`config.mk`:
```
export PLATFORM = sky130hd
export DESIGN_NAME = activityWindowMon
export DESIGN_NICKNAME = d
export VERILOG_FILES = /design/src/rtl/awmPkg.sv /design/src/rtl/awmControl.sv /design/src/rtl/awmDatapath.sv /design/src/rtl/activityWindowMon.sv
export SDC_FILE = /design/constraint.sdc
export NUM_CORES = 2
export LEC_CHECK = 0
export ABC_AREA = 1
export BUFFER_PORTS_ARGS = -buffer_cell sky130_fd_sc_hd__buf_2
export CAP_MARGIN = 30
export CORE_ASPECT_RATIO = 1.4
export CORE_MARGIN = 5
export CORE_UTILIZATION = 60
export CTS_CLUSTER_SIZE = 20
export DETAILED_ROUTE_END_ITERATION = 10
export PLACE_DENSITY = 0.76
export SLEW_MARGIN = 20
export SYNTH_ARGS = -nofsm -noshare
export SYNTH_HDL_FRONTEND = slang
export SYNTH_SLANG_ARGS = --single-unit
```
`constraint.sdc`:
```
create_clock -name clk -period 10.8 [get_ports clk]
set_input_delay 2.16 -clock clk [delete_from_list [all_inputs] [get_ports clk]]
set_output_delay 2.16 -clock clk [all_outputs]
set_load 0.005 [all_outputs]
```
`src/rtl/awmPkg.sv`:
```
package awmPkg;
  typedef enum logic [2:0] {
    CMD_WR   = 3'd0,
    CMD_WRA  = 3'd1,
    CMD_RD   = 3'd2,
    CMD_RDA  = 3'd3,
    CMD_REF  = 3'd4,
    CMD_ACT  = 3'd5,
    CMD_PRE  = 3'd6,
    CMD_PREA = 3'd7
  } cmdKind_e;

  localparam int NUM_KINDS = 8;
  localparam int K_TURN    = 8;
  localparam int K_AGE     = 9;
  localparam int K_RMW     = 10;
  localparam int PER_CH    = 11;

  localparam int A_REPEAT   = 0;
  localparam int A_SINGLE   = 1;
  localparam int A_INTERVAL = 2;
  localparam int A_DONE     = 3;
  localparam int A_PDCYC    = 4;
  localparam int A_SRCYC    = 5;

  typedef struct packed {
    logic countEn;
    logic clearLive;
    logic capture;
  } winStrb_t;
endpackage

```
`src/rtl/awmControl.sv`:
```
module awmControl
  import awmPkg::*;
#(
  parameter int DATA_W = 32,
  parameter int ADDR_W = 6
) (
  input  logic              clk,
  input  logic              rstN,
  input  logic              regWrEn,
  input  logic              regRdEn,
  input  logic [ADDR_W-1:0] regAddr,
  input  logic [DATA_W-1:0] regWrData,
  output winStrb_t          strb,
  output logic              repeatEn,
  output logic [DATA_W-1:0] intervalQ,
  output logic              doneFlag,
  output logic              running
);
  logic [DATA_W-1:0] remain;
  logic [DATA_W-1:0] lenM1;
  logic wrRepeat, wrSingle, wrInterval, rdDone, startNow, lastCycle;

  assign wrRepeat   = regWrEn && (regAddr == ADDR_W'(A_REPEAT));
  assign wrSingle   = regWrEn && (regAddr == ADDR_W'(A_SINGLE)) && regWrData[0];
  assign wrInterval = regWrEn && (regAddr == ADDR_W'(A_INTERVAL));
  assign rdDone     = regRdEn && (regAddr == ADDR_W'(A_DONE));

  // a window starts only from idle
  assign startNow  = !running && ((wrRepeat && regWrData[0]) || (wrSingle && !repeatEn));
  assign lastCycle = running && (remain == '0);
  // an interval of zero acts as one clock
  assign lenM1     = (intervalQ == '0) ? '0 : intervalQ - DATA_W'(1);

  always_comb begin
    strb.countEn   = running;
    strb.capture   = lastCycle;
    strb.clearLive = startNow || lastCycle;
  end

  always_ff @(posedge clk) begin
    if (!rstN) begin
      repeatEn  <= 1'b0;
      intervalQ <= '0;
      running   <= 1'b0;
      remain    <= '0;
      doneFlag  <= 1'b0;
    end else begin
      if (wrRepeat)   repeatEn  <= regWrData[0];
      if (wrInterval) intervalQ <= regWrData;
      if (startNow) begin
        running <= 1'b1;
        remain  <= lenM1;
      end else if (lastCycle) begin
        running <= repeatEn;              // repeat continues, single stops
        remain  <= lenM1;
      end else if (running) begin
        remain  <= remain - DATA_W'(1);
      end
      if (lastCycle)   doneFlag <= 1'b1;  // set wins over clear
      else if (rdDone) doneFlag <= 1'b0;
    end
  end
endmodule

```
`src/rtl/awmDatapath.sv`:
```
module awmDatapath
  import awmPkg::*;
#(
  parameter  int NUM_CH  = 2,
  parameter  int CNT_W   = 32,
  localparam int NUM_EVT = NUM_CH * PER_CH + 2
) (
  input  logic                   clk,
  input  logic                   rstN,
  input  winStrb_t               strb,
  input  logic [NUM_CH-1:0]      cmdValid,
  input  logic [NUM_CH-1:0][2:0] cmdKind,
  input  logic                   pdState,
  input  logic                   srState,
  input  logic [NUM_CH-1:0]      ageHit,
  input  logic [NUM_CH-1:0]      rmwHit,
  output logic [CNT_W-1:0]       snap [NUM_EVT]
);
  logic [NUM_EVT-1:0] evt;
  logic [NUM_CH-1:0]  lastRd;

  for (genvar c = 0; c < NUM_CH; c++) begin : g_ch
    logic isRd, isWr;
    assign isRd = cmdValid[c] && ((cmdKind[c] == CMD_RD) || (cmdKind[c] == CMD_RDA));
    assign isWr = cmdValid[c] && ((cmdKind[c] == CMD_WR) || (cmdKind[c] == CMD_WRA));

    // one event line per command kind
    for (genvar k = 0; k < NUM_KINDS; k++) begin : g_kind
      assign evt[c*PER_CH + k] = cmdValid[c] && (cmdKind[c] == 3'(k));
    end

    // direction memory changes on data commands only
    always_ff @(posedge clk) begin
      if (!rstN)     lastRd[c] <= 1'b0;
      else if (isRd) lastRd[c] <= 1'b1;
      else if (isWr) lastRd[c] <= 1'b0;
    end

    assign evt[c*PER_CH + K_TURN] = isWr && lastRd[c];
    assign evt[c*PER_CH + K_AGE]  = ageHit[c];
    assign evt[c*PER_CH + K_RMW]  = rmwHit[c];
  end

  // shared state-cycle counters
  assign evt[NUM_CH*PER_CH]     = pdState;
  assign evt[NUM_CH*PER_CH + 1] = srState;

  for (genvar e = 0; e < NUM_EVT; e++) begin : g_cnt
    logic [CNT_W-1:0] live, sum;
    assign sum = live + CNT_W'(strb.countEn && evt[e]);
    always_ff @(posedge clk) begin
      if (!rstN) begin
        live    <= '0;
        snap[e] <= '0;
      end else begin
        live <= strb.clearLive ? '0 : sum;
        if (strb.capture) snap[e] <= sum;       // last-cycle event included
      end
    end
  end
endmodule

```
`src/rtl/activityWindowMon.sv`:
```
module activityWindowMon
  import awmPkg::*;
#(
  parameter  int NUM_CH = 2,
  parameter  int DATA_W = 32,
  localparam int ADDR_W = $clog2(16 * (NUM_CH + 1)),
  localparam int NUM_EVT = NUM_CH * PER_CH + 2
) (
  input  logic                   clk,
  input  logic                   rstN,
  input  logic                   regWrEn,
  input  logic                   regRdEn,
  input  logic [ADDR_W-1:0]      regAddr,
  input  logic [DATA_W-1:0]      regWrData,
  output logic [DATA_W-1:0]      regRdData,
  input  logic [NUM_CH-1:0]      cmdValid,
  input  logic [NUM_CH-1:0][2:0] cmdKind,
  input  logic                   pdState,
  input  logic                   srState,
  input  logic [NUM_CH-1:0]      ageHit,
  input  logic [NUM_CH-1:0]      rmwHit,
  output logic                   doneFlag
);
  winStrb_t          strb;
  logic              repeatEn, running;
  logic [DATA_W-1:0] intervalQ;
  logic [DATA_W-1:0] snap [NUM_EVT];
  int                rdHi, rdLo;

  awmControl #(.DATA_W(DATA_W), .ADDR_W(ADDR_W)) u_ctrl (
    .clk(clk), .rstN(rstN), .regWrEn(regWrEn), .regRdEn(regRdEn),
    .regAddr(regAddr), .regWrData(regWrData), .strb(strb),
    .repeatEn(repeatEn), .intervalQ(intervalQ), .doneFlag(doneFlag),
    .running(running)
  );

  awmDatapath #(.NUM_CH(NUM_CH), .CNT_W(DATA_W)) u_dp (
    .clk(clk), .rstN(rstN), .strb(strb), .cmdValid(cmdValid),
    .cmdKind(cmdKind), .pdState(pdState), .srState(srState),
    .ageHit(ageHit), .rmwHit(rmwHit), .snap(snap)
  );

  // read map
  always_comb begin
    regRdData = '0;
    rdHi = int'(regAddr[ADDR_W-1:4]);
    rdLo = int'(regAddr[3:0]);
    if (rdHi == 0) begin
      case (regAddr[3:0])
        4'(A_REPEAT):   regRdData = DATA_W'(repeatEn);
        4'(A_INTERVAL): regRdData = intervalQ;
        4'(A_DONE):     regRdData = DATA_W'(doneFlag);
        4'(A_PDCYC):    regRdData = snap[NUM_CH*PER_CH];
        4'(A_SRCYC):    regRdData = snap[NUM_CH*PER_CH + 1];
        default:        regRdData = '0;
      endcase
    end else if (rdHi <= NUM_CH && rdLo < PER_CH) begin
      regRdData = snap[(rdHi - 1) * PER_CH + rdLo];
    end
  end
endmodule

```
==> impl_results.html <==
<table>
<tr><th>Metric</th><th>Value</th></tr>
<tr><th colspan="2">Outcome</th></tr>
<tr><td>Status</td><td>finished, final reports clean</td></tr>
<tr><th colspan="2">Placement</th></tr>
<tr><td>GP Congestion</td><td>1.07</td></tr>
<tr><td>HPWL reported at the end of detailed placement</td><td>203 mm</td></tr>
<tr><td>Port Buffers</td><td>88</td></tr>
<tr><th colspan="2">Worst setup path</th></tr>
<tr><td>Setup CP Type</td><td>in2out</td></tr>
<tr><td>Data arrival, critical path</td><td>6.94 ns</td></tr>
<tr><td>Critical Path Sink Type</td><td>output port</td></tr>
<tr><td>Worst-path maximum fanout</td><td>34</td></tr>
<tr><td>Required time reported for the critical path endpoint</td><td>8.64 ns</td></tr>
<tr><td>Startpoint types</td><td>input pin</td></tr>
<tr><th colspan="2">Clocking</th></tr>
<tr><td>Max Root-Sink Buffers</td><td>3</td></tr>
<tr><td>Number of buffers inserted for hold repair after clock tree synthesis</td><td>0</td></tr>
<tr><td>CTS root buffer</td><td>sky130_fd_sc_hd__clkbuf_16</td></tr>
<tr><td>Worst-skew pair later-pin latency</td><td>0.84 ns</td></tr>
<tr><td>TritonCTS buffer count</td><td>157</td></tr>
<tr><td>Clock tree from TritonCTS</td><td>done</td></tr>
<tr><td>Count of H-tree levels built during CTS</td><td>4</td></tr>
<tr><td>Number of instances resized during post-cts repair</td><td>0</td></tr>
<tr><td>Clock sink total</td><td>1605</td></tr>
<tr><td>Clock slew at the register clock pins of the worst setup and hold paths</td><td>0.06 ns</td></tr>
<tr><td>Post-CTS Setup Bufs</td><td>0</td></tr>
<tr><th colspan="2">Synth</th></tr>
<tr><td>Synthesis Warnings</td><td>0</td></tr>
<tr><td>Top_reg_cell synth</td><td>sky130_fd_sc_hd__dfxtp_1</td></tr>
<tr><td>Synthesis-stage register bit count</td><td>1605</td></tr>
<tr><td>Top area cells in the synthesized netlist</td><td>sky130_fd_sc_hd__dfxtp_1 42%, sky130_fd_sc_hd__nand2_1 9.3%, sky130_fd_sc_hd__nor2_1 8.2%</td></tr>
<tr><td>Number of flops mapped to enable cells by yosys</td><td>0</td></tr>
<tr><td>Mapped cell area</td><td>76600 um2</td></tr>
<tr><td>Fraction of synthesized cell area taken by the top area cell type</td><td>0.420</td></tr>
<tr><td>Post-synthesis cell count</td><td>10900</td></tr>
<tr><td>Nets in the synthesized netlist</td><td>11000</td></tr>
<tr><td>Per-instance average area after synthesis</td><td>7.05 um2</td></tr>
<tr><td>Cell type with the largest total area after synthesis</td><td>sky130_fd_sc_hd__dfxtp_1</td></tr>
<tr><td>Share of synthesized area occupied by flip-flops and latches</td><td>0.420</td></tr>
<tr><td>Asr flop ratio synth</td><td>0</td></tr>
<tr><td>Count of different cell masters after synthesis</td><td>47</td></tr>
<tr><th colspan="2">Floorplan</th></tr>
<tr><td>Number of rows in the core area</td><td>155</td></tr>
<tr><td>Horizontal extent of the die</td><td>312 um</td></tr>
<tr><td>Overall die area</td><td>135000 um2</td></tr>
<tr><td>Initial Util</td><td>0.602</td></tr>
<tr><td>Std-Cell Core Area</td><td>127000 um2</td></tr>
<tr><td>Overall die height</td><td>433 um</td></tr>
<tr><td># IOs</td><td>89</td></tr>
<tr><th colspan="2">STA</th></tr>
<tr><td>Final hold slack</td><td>0.461 ns</td></tr>
<tr><td>Ratio of final minimum period to clock period</td><td>0.842</td></tr>
<tr><td>Final hold violation count</td><td>0</td></tr>
<tr><td>Worst-margin pin slew</td><td>1.06 ns</td></tr>
<tr><td>Final Setup Violations</td><td>0</td></tr>
<tr><td>Achievable frequency</td><td>0.110 GHz</td></tr>
<tr><td>TNS Setup</td><td>0 ns</td></tr>
<tr><td>Post-Route Skew</td><td>0.0282 ns</td></tr>
<tr><td>Max Slew Vio Count</td><td>0</td></tr>
<tr><td>Setup repair after global routing missed its margin</td><td>no</td></tr>
<tr><td>Min Clock Period, post-route</td><td>9.10 ns</td></tr>
<tr><td>Relative slew margins</td><td>0.295</td></tr>
<tr><th colspan="2">Detailed routing</th></tr>
<tr><td>Iteration-0 DRC count of the detailed router</td><td>7661</td></tr>
<tr><td>Router iterations before antenna repair</td><td>8</td></tr>
<tr><td>DRC violation count after routing</td><td>0</td></tr>
<tr><td>Total length of routed wires</td><td>277 mm</td></tr>
<tr><td>Vias after detailed routing</td><td>73300</td></tr>
<tr><td>WL/cell</td><td>22.3 um</td></tr>
<tr><td>Drt via density</td><td>5.90</td></tr>
<tr><td>Antenna viol nets, final</td><td>0</td></tr>
<tr><th colspan="2">Cells and area</th></tr>
<tr><td>Nets</td><td>10800</td></tr>
<tr><td>Area delta synth-&gt;final</td><td>8.55%</td></tr>
<tr><td>Filler instances</td><td>11500</td></tr>
<tr><td>Footprint of the flip-flops and latches</td><td>32100 um2</td></tr>
<tr><td>Layout cell share with drive strength beyond 1</td><td>0.0444</td></tr>
<tr><td>Combined area of the multi-input logic cells</td><td>38000 um2</td></tr>
<tr><td>Fraction of the core area covered by cells at the end of the flow</td><td>0.653</td></tr>
<tr><th colspan="2">GRT</th></tr>
<tr><td>Wire length of the first global-routing pass</td><td>412 mm</td></tr>
<tr><td>Global-route usage over all layers</td><td>0.394</td></tr>
<tr><td>Congestion Overflow GR</td><td>0</td></tr>
<tr><td>Vias in the first global route</td><td>69800</td></tr>
<tr><td>Antenna violations before repair</td><td>17</td></tr>
<tr><td>Maximum number of pins on one net before global-route repair</td><td>279</td></tr>
<tr><th colspan="2">Power</th></tr>
<tr><td>LEAKAGE</td><td>31.3 nW</td></tr>
<tr><td>Max VDD drop</td><td>0.000191 V</td></tr>
<tr><td>Cell Pwr Density</td><td>162 nW/um2</td></tr>
<tr><th colspan="2">Min path</th></tr>
<tr><td>Hold Path Class</td><td>reg2reg</td></tr>
<tr><th colspan="2">Flow run</th></tr>
<tr><td>Max-cap viol count</td><td>0</td></tr>
</table>
## per-stage QoR
step	power, mW	setup slack, ns	cells	instance area, um2
5_1_grt	13.8	1.63	12400	83100
2_1_floorplan	7.00	3.48	10900	76600
4_1_cts	13.4	1.44	12400	82800
3_5_place_dp	7.54	1.44	12100	77200
3_3_place_gp	7.52	1.46	12100	77200
6_report	13.4	1.70	12400	83100
## layout make-up
| class | count | share of cell area |
|---|---|---|
| multi-input combinational | 7644 | 0.457 |
| clock buffer | 205 | 0.0532 |
| tap | 1648 | 0.0248 |
| timing repair buffer | 152 | 0.0151 |
| sequential | 1605 | 0.387 |
| antenna | 12 | 0.000361 |
| inverter | 1077 | 0.0488 |
| clock inverter | 84 | 0.0141 |
## power by group
part / switching (mW) / total [mW] / internal, mW
logic: 1.11 / 1.49 / 0.377
registers: 0.0286 / 5.98 / 5.95
clock network: 2.52 / 5.97 / 3.45
total: 3.66 / 13.4 / 9.77
## critical path: stages
cell and delay [ns]:
sky130_fd_sc_hd__buf_2 0.13, sky130_fd_sc_hd__inv_1 0.17, sky130_fd_sc_hd__ha_1 0.18, sky130_fd_sc_hd__buf_4 0.38
sky130_fd_sc_hd__inv_1 0.25, sky130_fd_sc_hd__fa_1 0.52, sky130_fd_sc_hd__inv_1 0.11, sky130_fd_sc_hd__ha_4 0.13
sky130_fd_sc_hd__inv_1 0.04, sky130_fd_sc_hd__fa_1 0.53, sky130_fd_sc_hd__buf_4 0.41, sky130_fd_sc_hd__inv_1 0.09
sky130_fd_sc_hd__buf_4 0.26, sky130_fd_sc_hd__nor2_2 0.36, sky130_fd_sc_hd__buf_8 0.22, sky130_fd_sc_hd__buf_4 0.16
sky130_fd_sc_hd__nand3_1 0.23, sky130_fd_sc_hd__nand4_1 0.20, sky130_fd_sc_hd__nand2_1 0.16, sky130_fd_sc_hd__buf_2 0.17
## cells by family after synthesis
family	Yosys count	synth area share
AND/OR/NAND/NOR	4791	0.261
AO/OA/AOI/OAI	2076	0.142
buffers and inverters	1616	0.0852
flip-flops	1605	0.420
XOR/XNOR	702	0.0803
adder cells (fa/ha/maj)	62	0.0103
multiplexers	13	0.00170
## cell usage after synthesis (2+ instances only)
library cell / instances
sky130_fd_sc_hd__nand2_1: 1890
sky130_fd_sc_hd__nor2_1: 1681
sky130_fd_sc_hd__dfxtp_1: 1605
sky130_fd_sc_hd__inv_1: 1068
sky130_fd_sc_hd__a21oi_1: 973
sky130_fd_sc_hd__o21ai_0: 901
sky130_fd_sc_hd__nand3_1: 590
sky130_fd_sc_hd__xor2_1: 438
sky130_fd_sc_hd__nor3_1: 297
sky130_fd_sc_hd__xnor2_1: 264
sky130_fd_sc_hd__clkbuf_1: 244
sky130_fd_sc_hd__buf_2: 208
sky130_fd_sc_hd__nand4_1: 196
sky130_fd_sc_hd__a22oi_1: 62
sky130_fd_sc_hd__ha_1: 60
sky130_fd_sc_hd__o31ai_1: 52
sky130_fd_sc_hd__buf_4: 42
sky130_fd_sc_hd__a31oi_1: 40
sky130_fd_sc_hd__buf_1: 39
sky130_fd_sc_hd__and3_1: 32
sky130_fd_sc_hd__or2_2: 29
sky130_fd_sc_hd__nand3b_1: 23
sky130_fd_sc_hd__nor4_1: 20
sky130_fd_sc_hd__o211ai_1: 19
sky130_fd_sc_hd__nor3b_1: 15
sky130_fd_sc_hd__mux2i_1: 13
sky130_fd_sc_hd__o221ai_1: 13
sky130_fd_sc_hd__nor2_2: 8
sky130_fd_sc_hd__a211oi_1: 7
sky130_fd_sc_hd__inv_2: 6
sky130_fd_sc_hd__buf_6: 5
sky130_fd_sc_hd__clkinv_1: 3
sky130_fd_sc_hd__o21ai_1: 3
sky130_fd_sc_hd__a21boi_0: 2
sky130_fd_sc_hd__and2_1: 2
sky130_fd_sc_hd__fa_1: 2
sky130_fd_sc_hd__nand2b_1: 2
sky130_fd_sc_hd__nand4_2: 2
## registers in the layout (all words and copies together) (netlist names)
name / cells
u_ctrl.doneFlag: 1
u_ctrl.intervalQ: 32
u_ctrl.remain: 32
u_ctrl.repeatEn: 1
u_dp.lastRd: 2
u_dp.g_cnt.live: 768
u_ctrl.running: 1
u_dp.snap: 768
## final timing paths
check | start | end | slack, ns | cells after the start
worst max-delay path | regAddr[4] | regRdData[9] | 1.70 | 20
worst min-delay path | u_dp.snap[99] | u_dp.snap[99] | 0.46 | 2
worst max register to register | u_ctrl.running | u_dp.snap[279] | 6.20 | 8
worst min register to register | u_dp.snap[99] | u_dp.snap[99] | 0.46 | 2
## cell usage in the layout (no fill, tap or decap), drive strengths merged, types with 12 or more instances in the layout
cell type	instances
bufinv	22
o31ai	52
nand4	198
nor3	297
xnor2	264
nand3	591
ha	60
o21ai	904
mux2i	13
a21oi	973
and3	32
diode	12
nor2	1690
dfxtp	1605
a31oi	40
nand2	1890
o211ai	19
nor3b	15
o221ai	13
xor2	438
clkinvlp	17
nand3b	23
clkbuf	205
buf	152
clkinv	37
a22oi	62
nor4	21
or2	29
inv	1085
## metal layers
layer  share of wire  global-route usage  vias to the layer above
met5        0.000094                   0                        -
met3           0.066              0.0698                     1042
met2            0.46               0.652                     3051
met4            0.11               0.356                        4
met1            0.36               0.432                    34400
li1                -                   -                    34800
Power figures use the tool's default switching activity.
